`config.mk`:
```
export PLATFORM = sky130hd
export DESIGN_NAME = serial_reg_port
export DESIGN_NICKNAME = d
export VERILOG_FILES = /design/src/rtl/srp_pkg.sv /design/src/rtl/srp_sync.sv /design/src/rtl/srp_ctrl.sv /design/src/rtl/srp_tx.sv /design/src/rtl/serial_reg_port.sv
export SDC_FILE = /design/constraint.sdc
export NUM_CORES = 1
export LEC_CHECK = 0
export ABC_AREA = 1
export BUFFER_PORTS_ARGS = -buffer_cell sky130_fd_sc_hd__buf_2
export CAP_MARGIN = 20
export CORE_UTILIZATION = 25
export CTS_CLUSTER_SIZE = 30
export DETAILED_ROUTE_END_ITERATION = 10
export PLACE_DENSITY = 0.45
export SLEW_MARGIN = 30
export SYNTH_ARGS = -nofsm -noshare
export SYNTH_HDL_FRONTEND = slang
export SYNTH_HIERARCHICAL = 1
export SYNTH_SLANG_ARGS = --single-unit
export TNS_END_PERCENT = 20
```
`constraint.sdc`:
```
create_clock -name clk -period 2.3 [get_ports clk]
set_input_delay 0.46 -clock clk [delete_from_list [all_inputs] [get_ports clk]]
set_output_delay 0.46 -clock clk [all_outputs]
set_load 0.01 [all_outputs]
```
`src/rtl/srp_pkg.sv`:
```
package srp_pkg;

    localparam int unsigned BYTE_W = 8;
    localparam int unsigned ADDR_W = 4;
    localparam int unsigned BIT_CNT_W = $clog2(BYTE_W);

    typedef struct packed {
        logic              burst;
        logic [1:0]        rsvd;
        logic [ADDR_W-1:0] addr;
        logic              rd;
    } cmd_t;

    typedef enum logic [1:0] {
        PH_CMD  = 2'd0,
        PH_WR   = 2'd1,
        PH_RD   = 2'd2,
        PH_IDLE = 2'd3
    } phase_t;

    function automatic logic cmd_ok(cmd_t c);
        return c.rsvd == 2'b00;
    endfunction

    function automatic logic cmd_burst(cmd_t c);
        return c.burst && (c.addr == '0);
    endfunction

    function automatic logic addr_used(logic [ADDR_W-1:0] a, int unsigned n);
        return 32'(a) < n;
    endfunction

    function automatic logic [ADDR_W-1:0] addr_next(logic [ADDR_W-1:0] a, int unsigned n);
        if (32'(a) + 32'd1 >= n) return '0;
        return a + 1'b1;
    endfunction

endpackage

```
`src/rtl/srp_sync.sv`:
```
module srp_sync #(
    parameter int unsigned W       = 1,
    parameter int unsigned STAGES  = 2,
    parameter logic [W-1:0] RST_VAL = '0
) (
    input  logic         clk,
    input  logic         rst,
    input  logic [W-1:0] d,
    output logic [W-1:0] q
);

    generate
        if (STAGES <= 1) begin : g_single
            logic [W-1:0] stage_q;
            always_ff @(posedge clk) begin
                if (rst) stage_q <= RST_VAL;
                else     stage_q <= d;
            end
            assign q = stage_q;
        end else begin : g_chain
            logic [STAGES-1:0][W-1:0] pipe_q;
            always_ff @(posedge clk) begin
                if (rst) pipe_q <= {STAGES{RST_VAL}};
                else     pipe_q <= {pipe_q[STAGES-2:0], d};
            end
            assign q = pipe_q[STAGES-1];
        end
    endgenerate

endmodule

```
`src/rtl/srp_ctrl.sv`:
```
module srp_ctrl
    import srp_pkg::*;
#(
    parameter int unsigned NUM_REGS = 11
) (
    input  logic              clk,
    input  logic              rst,
    input  logic              cs_act,
    input  logic              sclk_s,
    input  logic              sdi_s,
    output logic [ADDR_W-1:0] addr_o,
    output logic              wr_stb_o,
    output logic              rd_stb_o,
    output logic              burst_o,
    output logic [BYTE_W-1:0] wdata_o,
    output logic              ld_o,
    output logic              ld_zero_o,
    output logic              drive_o,
    output logic              fall_o
);

    logic                 sclk_q;
    logic                 rise;
    phase_t               phase;
    logic [BIT_CNT_W-1:0] bitcnt;
    logic [BYTE_W-2:0]    in_sr;
    logic [BYTE_W-1:0]    byte_nxt;
    cmd_t                 cmd_nxt;
    logic [ADDR_W-1:0]    cur_addr;
    logic [ADDR_W-1:0]    inc_addr;
    logic                 burst_q;
    logic                 last_bit;

    assign rise     = sclk_s & ~sclk_q;
    assign fall_o   = ~sclk_s & sclk_q & cs_act;
    assign byte_nxt = {sdi_s, in_sr};
    assign cmd_nxt  = cmd_t'(byte_nxt);
    assign inc_addr = addr_next(cur_addr, NUM_REGS);
    assign last_bit = (bitcnt == BIT_CNT_W'(BYTE_W - 1));
    assign drive_o  = (phase == PH_RD);

    always_ff @(posedge clk) begin
        if (rst) begin
            sclk_q    <= 1'b0;
            phase     <= PH_CMD;
            bitcnt    <= '0;
            in_sr     <= '0;
            cur_addr  <= '0;
            burst_q   <= 1'b0;
            addr_o    <= '0;
            wdata_o   <= '0;
            wr_stb_o  <= 1'b0;
            rd_stb_o  <= 1'b0;
            burst_o   <= 1'b0;
            ld_o      <= 1'b0;
            ld_zero_o <= 1'b0;
        end else begin
            sclk_q   <= sclk_s;
            wr_stb_o <= 1'b0;
            rd_stb_o <= 1'b0;
            ld_o     <= 1'b0;
            if (!cs_act) begin
                phase   <= PH_CMD;
                bitcnt  <= '0;
                burst_q <= 1'b0;
                burst_o <= 1'b0;
            end else if (rise) begin
                in_sr  <= byte_nxt[BYTE_W-1:1];
                bitcnt <= bitcnt + 1'b1;
                if (last_bit) begin
                    unique case (phase)
                        PH_CMD: begin
                            if (!cmd_ok(cmd_nxt)) begin
                                phase <= PH_IDLE;
                            end else begin
                                burst_q  <= cmd_burst(cmd_nxt);
                                burst_o  <= cmd_burst(cmd_nxt);
                                cur_addr <= cmd_nxt.addr;
                                addr_o   <= cmd_nxt.addr;
                                if (cmd_nxt.rd) begin
                                    phase     <= PH_RD;
                                    ld_o      <= 1'b1;
                                    rd_stb_o  <= addr_used(cmd_nxt.addr, NUM_REGS);
                                    ld_zero_o <= !addr_used(cmd_nxt.addr, NUM_REGS);
                                end else begin
                                    phase <= PH_WR;
                                end
                            end
                        end
                        PH_WR: begin
                            addr_o   <= cur_addr;
                            wdata_o  <= byte_nxt;
                            burst_o  <= burst_q;
                            wr_stb_o <= addr_used(cur_addr, NUM_REGS);
                            if (burst_q) cur_addr <= inc_addr;
                            else         phase    <= PH_IDLE;
                        end
                        PH_RD: begin
                            if (burst_q) begin
                                cur_addr  <= inc_addr;
                                addr_o    <= inc_addr;
                                burst_o   <= 1'b1;
                                ld_o      <= 1'b1;
                                rd_stb_o  <= addr_used(inc_addr, NUM_REGS);
                                ld_zero_o <= !addr_used(inc_addr, NUM_REGS);
                            end else begin
                                phase <= PH_IDLE;
                            end
                        end
                        default: ;
                    endcase
                end
            end
        end
    end

    AST_STB_EXCL: assert property (@(posedge clk) disable iff (rst)
        !(wr_stb_o && rd_stb_o));
    AST_WR_USED: assert property (@(posedge clk) disable iff (rst)
        wr_stb_o |-> (32'(addr_o) < NUM_REGS));
    AST_RD_USED: assert property (@(posedge clk) disable iff (rst)
        rd_stb_o |-> (32'(addr_o) < NUM_REGS));
    AST_ABORT_QUIET: assert property (@(posedge clk) disable iff (rst)
        !cs_act |=> (!wr_stb_o && !rd_stb_o && !ld_o));
    AST_IDLE_QUIET: assert property (@(posedge clk) disable iff (rst)
        (phase == PH_IDLE) |=> (!wr_stb_o && !rd_stb_o));
    AST_NO_WR_IN_RD: assert property (@(posedge clk) disable iff (rst)
        (phase == PH_RD) |=> !wr_stb_o);

endmodule

```
`src/rtl/srp_tx.sv`:
```
module srp_tx
    import srp_pkg::*;
(
    input  logic              clk,
    input  logic              rst,
    input  logic              cs_act,
    input  logic              drive_en,
    input  logic              fall,
    input  logic              ld,
    input  logic [BYTE_W-1:0] ld_data,
    output logic              sdo_o,
    output logic              oe_o
);

    logic [BYTE_W-1:0] out_sr;

    always_ff @(posedge clk) begin
        if (rst) begin
            out_sr <= '0;
            sdo_o  <= 1'b0;
            oe_o   <= 1'b0;
        end else begin
            if (ld) begin
                out_sr <= ld_data;
            end else if (fall && drive_en) begin
                sdo_o  <= out_sr[0];
                out_sr <= {1'b0, out_sr[BYTE_W-1:1]};
            end
            if (!cs_act || !drive_en) oe_o <= 1'b0;
            else if (fall)            oe_o <= 1'b1;
        end
    end

    AST_OE_CS: assert property (@(posedge clk) disable iff (rst)
        !cs_act |=> !oe_o);
    AST_OE_RD_ONLY: assert property (@(posedge clk) disable iff (rst)
        !drive_en |=> !oe_o);
    AST_SDO_HOLD: assert property (@(posedge clk) disable iff (rst)
        (oe_o && !fall && !$past(fall)) |=> $stable(sdo_o));

endmodule

```
`src/rtl/serial_reg_port.sv`:
```
module serial_reg_port
    import srp_pkg::*;
#(
    parameter int unsigned NUM_REGS    = 11,
    parameter int unsigned SYNC_STAGES = 2
) (
    input  logic        clk,
    input  logic        rst,
    input  logic        cs_n,
    input  logic        sclk,
    input  logic        sdi,
    output logic        sdo,
    output logic        sdo_oe,
    output logic [3:0]  reg_addr,
    output logic        reg_wr_stb,
    output logic [7:0]  reg_wdata,
    output logic        reg_rd_stb,
    input  logic [7:0]  reg_rdata,
    output logic        reg_burst
);

    localparam int unsigned PIN_W = 3;

    logic [PIN_W-1:0]  pins_s;
    logic              cs_act;
    logic              ld;
    logic              ld_zero;
    logic              drive;
    logic              fall;
    logic              oe_q;
    logic [BYTE_W-1:0] ld_data;

    srp_sync #(
        .W       (PIN_W),
        .STAGES  (SYNC_STAGES),
        .RST_VAL (3'b001)
    ) u_sync (
        .clk (clk),
        .rst (rst),
        .d   ({sdi, sclk, cs_n}),
        .q   (pins_s)
    );

    assign cs_act = ~pins_s[0];

    srp_ctrl #(
        .NUM_REGS (NUM_REGS)
    ) u_ctrl (
        .clk       (clk),
        .rst       (rst),
        .cs_act    (cs_act),
        .sclk_s    (pins_s[1]),
        .sdi_s     (pins_s[2]),
        .addr_o    (reg_addr),
        .wr_stb_o  (reg_wr_stb),
        .rd_stb_o  (reg_rd_stb),
        .burst_o   (reg_burst),
        .wdata_o   (reg_wdata),
        .ld_o      (ld),
        .ld_zero_o (ld_zero),
        .drive_o   (drive),
        .fall_o    (fall)
    );

    assign ld_data = ld_zero ? '0 : reg_rdata;

    srp_tx u_tx (
        .clk      (clk),
        .rst      (rst),
        .cs_act   (cs_act),
        .drive_en (drive),
        .fall     (fall),
        .ld       (ld),
        .ld_data  (ld_data),
        .sdo_o    (sdo),
        .oe_o     (oe_q)
    );

    assign sdo_oe = oe_q & ~cs_n;

    AST_EN_FOLLOWS_CS: assert property (@(posedge clk) disable iff (rst)
        cs_n |-> !sdo_oe);
    AST_BURST_WITH_STB: assert property (@(posedge clk) disable iff (rst)
        (reg_wr_stb && reg_burst) |=> !reg_wr_stb);

endmodule

```
==> run summary <==
largest net degree at the start of global routing = 24
fin nets = 401
per-cell routed wire length = 11.3 µm
RSZ-0062 raised after global routing = false
Slew headroom = 54.8%
IO Pins = 30
max incr delay on CP = 0.48 ns
final non-filler cell total = 513
Longest Clk Path Bufs = 2
PD cells = 553 mW/mm²
port buffer count = 29
Finish-stage setup viols = 0
Worst-path clk slew = 0.10 ns
via count = 2200
vias in the first global route = 1985
Starting Density = 25.9%
crit path kind = flop to flop
Worst EP arrival = 2.01 ns
Pre-Repair DR Iteration Count = 4
result of the run = finished clean
FMAX = 0.552 GHz
WHS = 0.356 ns
die width = 103 µm
grt peak-use layer = met2
Required @ worst endpoint = 2.50 ns
post-synthesis register bit count = 51
Detailed Route Iter0 Violations = 144
Site Rows = 36
clk_skew = 0.00728 ns
register area share after synthesis = 40.4%
Routed WL = 5.79 mm
Ant. Diodes = 0
Core Area = 0.00977 mm²
fraction of layout cells with a size suffix above 1 = 15.8%
worst ir drop on vdd = 0.000238 V
critical path startpoint category = flop
hold crit path type = input port to flop
met2 GRT Util = 18.8%
Yosys cell types = 33
Post-CTS Resized = 0
global-route wire length before repair = 9.67 mm
GP Congestion = 0.865
synthesized area = 0.00253 mm²
post-DP HPWL = 4.17 mm
GR Util met1 = 16.0%
Worst Setup End Kind = flop
met3 usage = 2.37%
Cell Chain, Critical Path = inv_1 > ha_1 > nand2_1 > o21ai_0 > nand2_1 > nor2_2 > inv_1 > nor2_1 > a21oi_1
CP max-delay cell = ha_1
Buf/Inv on CP = 2
Remaining DRCs = 0
CP startpoint = u_ctrl/phase[0]$_SDFFE_PP0P_
RR Endpoint = u_ctrl/cur_addr[0]$_SDFFE_PP0P_
CTS tree = yes
setup_tns = 0 ns
Tcrit/Tclk final = 78.7%
Tmin final = 1.81 ns
worst r2r src = u_ctrl/phase[0]$_SDFFE_PP0P_
FF-to-FF path depth = 9
Fin. Hold Viols = 0
worst skew pair latency = 0.30 ns
setup bufs post-CTS = 0
hold worst-path end = u_sync/g_chain.pipe_q[1]$_SDFF_PP0_
number of fill cells = 1077
CTS Root Cell = clkbuf_8
antenna violations before repair = 0
synthesized area per cell = 7.17 µm²
measured slew at the worst slew-check pin = 0.677 ns
commonest non-fill, non-tap cell in the layout = nand2_1
remaining antenna violation count = 0
Num CTS Buffers = 5
Die H = 103 µm
final slew viol count = 0
Synthesized Nets = 374
Worst Path Max Fanout = 11
H-Tree Depth = 2
Worst Min Path Start = sclk
total track usage = 11.8%
hold path cells = 3
global route total overflow = 0
Yosys warning total = 6
Area Overhead vs Synth = 13.3%
max-cap violations = 0
CP delay by family, top = adder cells
Post-CTS Hold Fix Bufs = 0
Post-Synthesis Cells = 353
Placed Instances = 506
R2R Setup Slk = 0.49 ns
# clock sinks = 51
die area = 0.0105 mm²
highest-count cells in the layout ignoring fill and taps = 72 x nand2_1, 51 x dfxtp_1, 48 x inv_1
LEAKAGE = 1.35 nW
vias per cell = 4.29
-- power breakdown --
part           total [W]  internal (W)  switching [W]
clock network   0.000631      0.000319       0.000312
logic          0.0000603     0.0000211      0.0000392
registers       0.000894      0.000890     0.00000421
total            0.00158       0.00123       0.000355
-- flip-flops by register name, summed over array words and instances, names as in the netlist, 2 cells and up --
name,flops
u_ctrl/wdata_o,8
u_tx/out_sr,8
u_ctrl/in_sr,7
u_ctrl/addr_o,4
u_ctrl/cur_addr,4
u_ctrl/bitcnt,3
u_sync/g_chain.pipe_q,3
u_sync/q,3
u_ctrl/phase,2
-- per-layer routing --
layer,vias to the layer above,part of all wire (%)
met2,51,44
li1,1176,-
met1,967,51
met5,-,0
met3,6,3.8
met4,0,1.1
-- worst max-delay path by stage --
stage / end / slack (ns) / cells after the start
CTS: u_ctrl/cur_addr[1]$_SDFFE_PP0P_ / 0.51 / 9
global placement: u_ctrl/cur_addr[3]$_SDFFE_PP0P_ / 0.60 / 9
global route: u_ctrl/cur_addr[0]$_SDFFE_PP0P_ / 0.29 / 9
finish: u_ctrl/cur_addr[0]$_SDFFE_PP0P_ / 0.49 / 9
floorplan: u_ctrl/cur_addr[0]$_SDFFE_PP0P_ / 0.75 / 9
detailed placement: u_ctrl/cur_addr[1]$_SDFFE_PP0P_ / 0.54 / 9
-- worst reg2reg max path, stage by stage, from the launching register on --
cell and delay (ns):
dfxtp_1 0.39, inv_1 0.08, ha_1 0.48, nand2_1 0.11
o21ai_0 0.09, nand2_1 0.08, nor2_2 0.19, inv_1 0.11
nor2_1 0.10, a21oi_1 0.07
-- stage by stage --
| stage | instance area, µm² | total power (W) | util, % | setup slack (ns) |
|---|---|---|---|---|
| 3_5_place_dp | 2760 | 0.000975 | 28.2 | 0.537 |
| 6_report | 2870 | 0.00158 | 29.3 | 0.490 |
| 2_1_floorplan | 2530 | 0.000952 | - | 0.752 |
| 3_3_place_gp | 2760 | 0.000975 | 28.2 | 0.604 |
| 4_1_cts | 2870 | 0.00161 | 29.3 | 0.507 |
| 5_1_grt | 2870 | 0.00165 | 29.3 | 0.289 |
-- Yosys cell counts --
cell type | instances | area share (%)
a211oi_1 | 1 | 0.30
a21oi_1 | 37 | 7.3
buf_12 | 1 | 0.79
buf_2 | 1 | 0.20
buf_4 | 3 | 0.89
buf_6 | 4 | 1.8
clkbuf_1 | 3 | 0.45
clkinv_2 | 1 | 0.20
dfxtp_1 | 51 | 40
ha_1 | 8 | 4.0
inv_1 | 48 | 7.1
inv_2 | 4 | 0.59
inv_8 | 1 | 0.45
nand2_1 | 72 | 11
nand2_2 | 3 | 0.74
nand2_4 | 2 | 0.89
nand3_1 | 16 | 3.2
nand3_2 | 2 | 0.79
nand4_1 | 8 | 2.0
nand4_2 | 1 | 0.49
nor2_1 | 44 | 6.5
nor2_2 | 1 | 0.25
nor2_4 | 1 | 0.45
nor2_8 | 1 | 0.79
nor3_1 | 4 | 0.79
nor3_4 | 1 | 0.64
o211ai_1 | 1 | 0.30
o21a_1 | 1 | 0.30
o21ai_0 | 27 | 5.3
o21ai_1 | 1 | 0.20
o21ai_2 | 2 | 0.69
or2_2 | 1 | 0.25
xor2_1 | 1 | 0.35
-- cells by family (layout without fill, tap and decap cells) --
kind of cell               Yosys count  after routing  synth area share [%]
AOI/OAI and AO/OA                   70             70                  14.4
buffers and inverters               66             93                  12.5
and+or+nand+nor                    157            157                  28.4
DFF                                 51             51                  40.4
adders and majority gates            8              8                  3.96
xor gates and xnor gates             1              1                 0.346
-- cell type report --
class	count	area [µm²]	share of cell area [%]
multi-input cells	236	1190	41.6
well taps	133	166	5.81
clock buffers	5	68.8	2.40
inverters	54	211	7.38
repair buffers	32	168	5.85
flip-flops and latches	51	1020	35.6
clock inverters	2	37.5	1.31
Note: power is estimated with default switching activity, not from simulation.
